## config.mk

```make
export PLATFORM = sky130hd
export DESIGN_NAME = pwm_fault_cond
export DESIGN_NICKNAME = d
export VERILOG_FILES = /design/src/rtl/pfc_pkg.sv /design/src/rtl/pfc_sync.sv /design/src/rtl/pfc_filter.sv /design/src/rtl/pfc_chan.sv /design/src/rtl/pwm_fault_cond.sv
export SDC_FILE = /design/constraint.sdc
export NUM_CORES = 1
export LEC_CHECK = 0
export ABC_AREA = 1
export ABC_CLOCK_PERIOD_IN_PS = 1800
export BUFFER_PORTS_ARGS = -buffer_cell sky130_fd_sc_hd__buf_2
export CORE_ASPECT_RATIO = 1.5
export CORE_MARGIN = 2
export CORE_UTILIZATION = 40
export DETAILED_ROUTE_END_ITERATION = 16
export GPL_ROUTABILITY_DRIVEN = 0
export GPL_TIMING_DRIVEN = 1
export SYNTH_ARGS = -nofsm -noshare
export SYNTH_HDL_FRONTEND = slang
export SYNTH_HIERARCHICAL = 1
export SYNTH_SLANG_ARGS = --single-unit
```

## constraint.sdc

```tcl
create_clock -name clk -period 1.8 [get_ports clk]
set_input_delay 0.36 -clock clk [delete_from_list [all_inputs] [get_ports clk]]
set_output_delay 0.36 -clock clk [all_outputs]
set_load 0.01 [all_outputs]
```

## src/rtl/pfc_pkg.sv

```systemverilog
package pfc_pkg;
  localparam int NFLT       = 6;
  localparam int FLT_STABLE = 4;
  localparam int DATA_W     = 32;
  localparam int ADDR_W     = 2;
  localparam int LVL_LSB    = 0;
  localparam int STK_LSB    = 8;
  localparam int FIL_LSB    = 16;
  localparam logic [ADDR_W-1:0] A_CFG  = 2'd0;
  localparam logic [ADDR_W-1:0] A_STAT = 2'd1;
  localparam logic [ADDR_W-1:0] A_CLR  = 2'd2;
endpackage

```

## src/rtl/pfc_sync.sv

```systemverilog
module pfc_sync #(
  parameter int W = 6
) (
  input  logic         clk,
  input  logic         rst_n,
  input  logic [W-1:0] d,
  output logic [W-1:0] q
);
  logic [W-1:0] meta_q;

  always_ff @(posedge clk or negedge rst_n) begin
    if (!rst_n) begin
      meta_q <= '0;
      q      <= '0;
    end else begin
      meta_q <= d;
      q      <= meta_q;
    end
  end
endmodule

```

## src/rtl/pfc_filter.sv

```systemverilog
module pfc_filter #(
  parameter int STABLE = 4
) (
  input  logic clk,
  input  logic rst_n,
  input  logic din,
  output logic dout
);
  localparam int CW = (STABLE > 2) ? $clog2(STABLE) : 1;
  localparam logic [CW-1:0] LAST = CW'(STABLE - 1);

  logic [CW-1:0] cnt_q, cnt_d;
  logic          out_q, out_d;

  always_comb begin
    cnt_d = cnt_q;
    out_d = out_q;
    if (din == out_q) begin
      cnt_d = '0;
    end else if (cnt_q == LAST) begin
      out_d = din;
      cnt_d = '0;
    end else begin
      cnt_d = cnt_q + CW'(1);
    end
  end

  always_ff @(posedge clk or negedge rst_n) begin
    if (!rst_n) begin
      cnt_q <= '0;
      out_q <= 1'b0;
    end else begin
      cnt_q <= cnt_d;
      out_q <= out_d;
    end
  end

  assign dout = out_q;
endmodule

```

## src/rtl/pfc_chan.sv

```systemverilog
module pfc_chan #(
  parameter int STABLE = 4
) (
  input  logic clk,
  input  logic rst_n,
  input  logic s_in,
  input  logic lvl,
  input  logic sticky,
  input  logic filt_en,
  input  logic clr,
  output logic cond,
  output logic active
);
  logic filt_out;
  logic sel;
  logic hold_q, hold_d;

  pfc_filter #(.STABLE(STABLE)) u_filt (
    .clk  (clk),
    .rst_n(rst_n),
    .din  (s_in),
    .dout (filt_out)
  );

  assign sel  = filt_en ? filt_out : s_in;
  assign cond = ~(sel ^ lvl);

  always_comb begin
    hold_d = sticky & (hold_q | cond);
    if (clr && !cond) hold_d = 1'b0;
  end

  always_ff @(posedge clk or negedge rst_n) begin
    if (!rst_n) hold_q <= 1'b0;
    else        hold_q <= hold_d;
  end

  assign active = cond | (sticky & hold_q);
endmodule

```

## src/rtl/pwm_fault_cond.sv

```systemverilog
module pwm_fault_cond
  import pfc_pkg::*;
(
  input  logic              clk,
  input  logic              rst_n,
  input  logic              bus_wr,
  input  logic [ADDR_W-1:0] bus_addr,
  input  logic [DATA_W-1:0] bus_wdata,
  output logic [DATA_W-1:0] bus_rdata,
  input  logic              wp_sw,
  input  logic              wp_hw,
  input  logic [NFLT-1:0]   fault_in,
  output logic [NFLT-1:0]   fault_act
);
  logic [NFLT-1:0] lvl_q, stk_q, fil_q;
  logic [NFLT-1:0] lvl_d, stk_d, fil_d;
  logic [NFLT-1:0] sync_v, cond_vec, clr_v;
  logic            cfg_en;
  logic            unused_wbits;

  assign cfg_en = bus_wr && (bus_addr == A_CFG) && !wp_sw && !wp_hw;
  assign clr_v  = (bus_wr && (bus_addr == A_CLR)) ? bus_wdata[NFLT-1:0] : '0;
  assign unused_wbits = ^bus_wdata;

  always_comb begin
    lvl_d = lvl_q;
    stk_d = stk_q;
    fil_d = fil_q;
    if (cfg_en) begin
      lvl_d = bus_wdata[LVL_LSB +: NFLT];
      stk_d = bus_wdata[STK_LSB +: NFLT];
      fil_d = bus_wdata[FIL_LSB +: NFLT];
    end
  end

  always_ff @(posedge clk or negedge rst_n) begin
    if (!rst_n) begin
      lvl_q <= '0;
      stk_q <= '0;
      fil_q <= '0;
    end else begin
      lvl_q <= lvl_d;
      stk_q <= stk_d;
      fil_q <= fil_d;
    end
  end

  pfc_sync #(.W(NFLT)) u_sync (
    .clk  (clk),
    .rst_n(rst_n),
    .d    (fault_in),
    .q    (sync_v)
  );

  for (genvar y = 0; y < NFLT; y++) begin : g_chan
    pfc_chan #(.STABLE(FLT_STABLE)) u_chan (
      .clk    (clk),
      .rst_n  (rst_n),
      .s_in   (sync_v[y]),
      .lvl    (lvl_q[y]),
      .sticky (stk_q[y]),
      .filt_en(fil_q[y]),
      .clr    (clr_v[y]),
      .cond   (cond_vec[y]),
      .active (fault_act[y])
    );
  end

  always_comb begin
    bus_rdata = '0;
    case (bus_addr)
      A_CFG: begin
        bus_rdata[LVL_LSB +: NFLT] = lvl_q;
        bus_rdata[STK_LSB +: NFLT] = stk_q;
        bus_rdata[FIL_LSB +: NFLT] = fil_q;
      end
      A_STAT:  bus_rdata[NFLT-1:0] = fault_act;
      default: bus_rdata = '0;
    endcase
  end
endmodule

```

==> flow_summary.json <==
{
  "status": "finished clean",
  "r2r_cells": 3,
  "clk_path_buf_depth": 2,
  "dpl.hpwl_microns": 4580,
  "cts.reportedPaths.clkPinSlew_ns": 0.09,
  "rows": 38,
  "die_h_microns": 108,
  "ant_nets": 0,
  "cts_tree": "built",
  "floorplan.initialDensity_pct": 40.6,
  "period_needed_ns": 1.73,
  "detail_route.wl_per_cell_microns": 12.4,
  "die_area_sq_um": 7950,
  "critPathRequiredTime_ns": 1.44,
  "seq_area_sq_um": 1360,
  "wirelength_microns": 6400,
  "worstPathCellList": "inv_2 -> nand2_2 -> nand3_2 -> nand3_2 -> nand3_1 -> nand2_1 -> buf_2",
  "portBuffers": 54,
  "grt_start_max_net_pins": 55,
  "dpl_worst_slack_ns": 0.308,
  "dp.cells": 499,
  "clock_latency_ns": 0.31,
  "max_cap_violations": 0,
  "grt_usage_pct": 16.7,
  "layout-drive-gt1-share_pct": 30.2,
  "cts.sinks": 54,
  "drt-vias-per-instance": 4.71,
  "cts-buffers-inserted": 5,
  "whs_ns": 0.0223,
  "drtPass1Iterations": 4,
  "p_leak_nw": 1.97,
  "clock_skew_ns": 0.00635,
  "reg2reg_slack_ns": 0.79,
  "fin_ws_ns": 0.0652,
  "critPathBufInv": 2,
  "endpoint_kind": "output port",
  "io_pins": 83,
  "finalHoldViolCount": 0,
  "critPathMostFrequentCell": "nand3_2",
  "arrival_ns": 1.37,
  "final_util_pct": 48.5,
  "vdd_drop_max_mv": 0.425,
  "syn_area_per_cell_sq_um": 7.89,
  "fin_cells": 517,
  "critPathMaxStageDelay_ns": 0.46,
  "syn_inst": 367,
  "cp_max_fo": 5,
  "via_count": 2435,
  "regToRegEndpoint": "g_chan[2].u_chan/u_filt/cnt_q[0]",
  "critical_path.top_delay_family": "flip-flops",
  "crit_type": "flip-flop to output port",
  "timing.fmax_mhz": 576,
  "syn_area_sq_um": 2900,
  "syn2layout_area_growth_pct": 19.4,
  "critPathSlowestCell": "dfrtp_2",
  "die_w_microns": 73.5,
  "power_density_nw_per_um2": 1060,
  "gr-total-overflow": 0,
  "cts-root-buf": "clkbuf_8",
  "nNetsFinal": 488,
  "r2r_start": "g_chan[2].u_chan/u_filt/cnt_q[0]",
  "yosys_warnings": 6,
  "start_kind": "flip-flop",
  "hold_buffers": 0,
  "multi_input_area_sq_um": 1270,
  "cp-startpoint": "fil_q[1]",
  "grt_pass1_vias": 2208,
  "hold_class": "primary input to asynchronous set/reset pin",
  "n_fill_cell": 714,
  "antenna_found_initial": 0,
  "grt_pass1_wl_microns": 10200,
  "antenna_cells": 0,
  "drv_slew": 0,
  "setup_viol": 0,
  "htreeDepth": 2,
  "fp.coreArea_sq_um": 7130,
  "power_mw": 3.67,
  "drc": 0,
  "drt-initial-drc-count": 96,
  "min_period_over_period_pct": 96.4
}
[cell type report]
| cell class | instances | area share [%] |
|---|---|---|
| clock buffers | 5 | 1.99 |
| clock inverters | 2 | 0.289 |
| inverters | 64 | 6.95 |
| multi-input cells | 241 | 36.6 |
| flip-flops and latches | 54 | 39.4 |
| well taps | 80 | 2.89 |
| repair buffers | 71 | 11.9 |
[flip-flops by register name, indices dropped and copies added, names as in the netlist]
name	flops
g_chan.u_chan/u_filt/cnt_q	12
u_sync/q	6
g_chan.u_chan/u_filt/dout	6
lvl_q	6
stk_q	6
fil_q	6
u_sync/meta_q	6
g_chan.u_chan/hold_q	6
[cell usage in the layout (no fill, tap or decap)]
master	n
or2_0	12
nand3_2	17
buf_12	1
nand4_1	18
nand2_2	17
nand3_1	25
nor2_8	2
nand2_1	92
ha_1	6
o21ai_0	6
dfrtp_2	9
nor2_1	31
clkinv_2	2
nand3_4	1
buf_2	54
inv_1	56
dfrtp_1	45
conb_1	14
clkbuf_8	5
buf_4	16
inv_2	8
[layer usage]
| layer | global-route usage (%) | up-vias | part of all wire [%] |
|---|---|---|---|
| li1 | - | 1235 | - |
| met1 | 20.3 | 1124 | 40 |
| met2 | 28.3 | 69 | 53 |
| met3 | 3.45 | 7 | 5.4 |
| met4 | 7.01 | 0 | 1.6 |
| met5 | 0 | - | 0 |
[worst max-delay path by stage]
stage	endpoint	slack, ns	cells past startpoint
2_1_floorplan	bus_rdata[10]	0.45	5
3_3_place_gp	bus_rdata[2]	0.31	6
3_5_place_dp	g_chan[4].u_chan/hold_q	0.31	7
4_1_cts	bus_rdata[2]	0.01	7
5_1_grt	bus_rdata[3]	-0.02	6
6_report	bus_rdata[1]	0.07	7
[stage by stage]
step | cell area (sq um) | setup TNS (ns)
2_1_floorplan | 2950 | 0
3_3_place_gp | 3220 | 0
3_5_place_dp | 3220 | 0
4_1_cts | 3300 | 0
5_1_grt | 3460 | -0.0291
6_report | 3460 | 0
[worst reg2reg max path, delay by kind of cell, from the launching register on]
family / cells / cell delay, ns
adders and majority gates: 1 / 0.23
DFF: 1 / 0.40
and+or+nand+nor: 2 / 0.33
[power breakdown]
part / internal (mW) / switching (mW)
combinational: 0.541 / 0.711
clock: 0.262 / 0.384
sequential: 1.53 / 0.248
total: 2.33 / 1.34
[what timing repair did]
action / 4_1_cts / 5_1_grt
setup endpoints to repair: 0 / 6
setup buffers: 0 / 11
gates resized for setup: 0 / 25
Power figures use the tool's default switching activity.
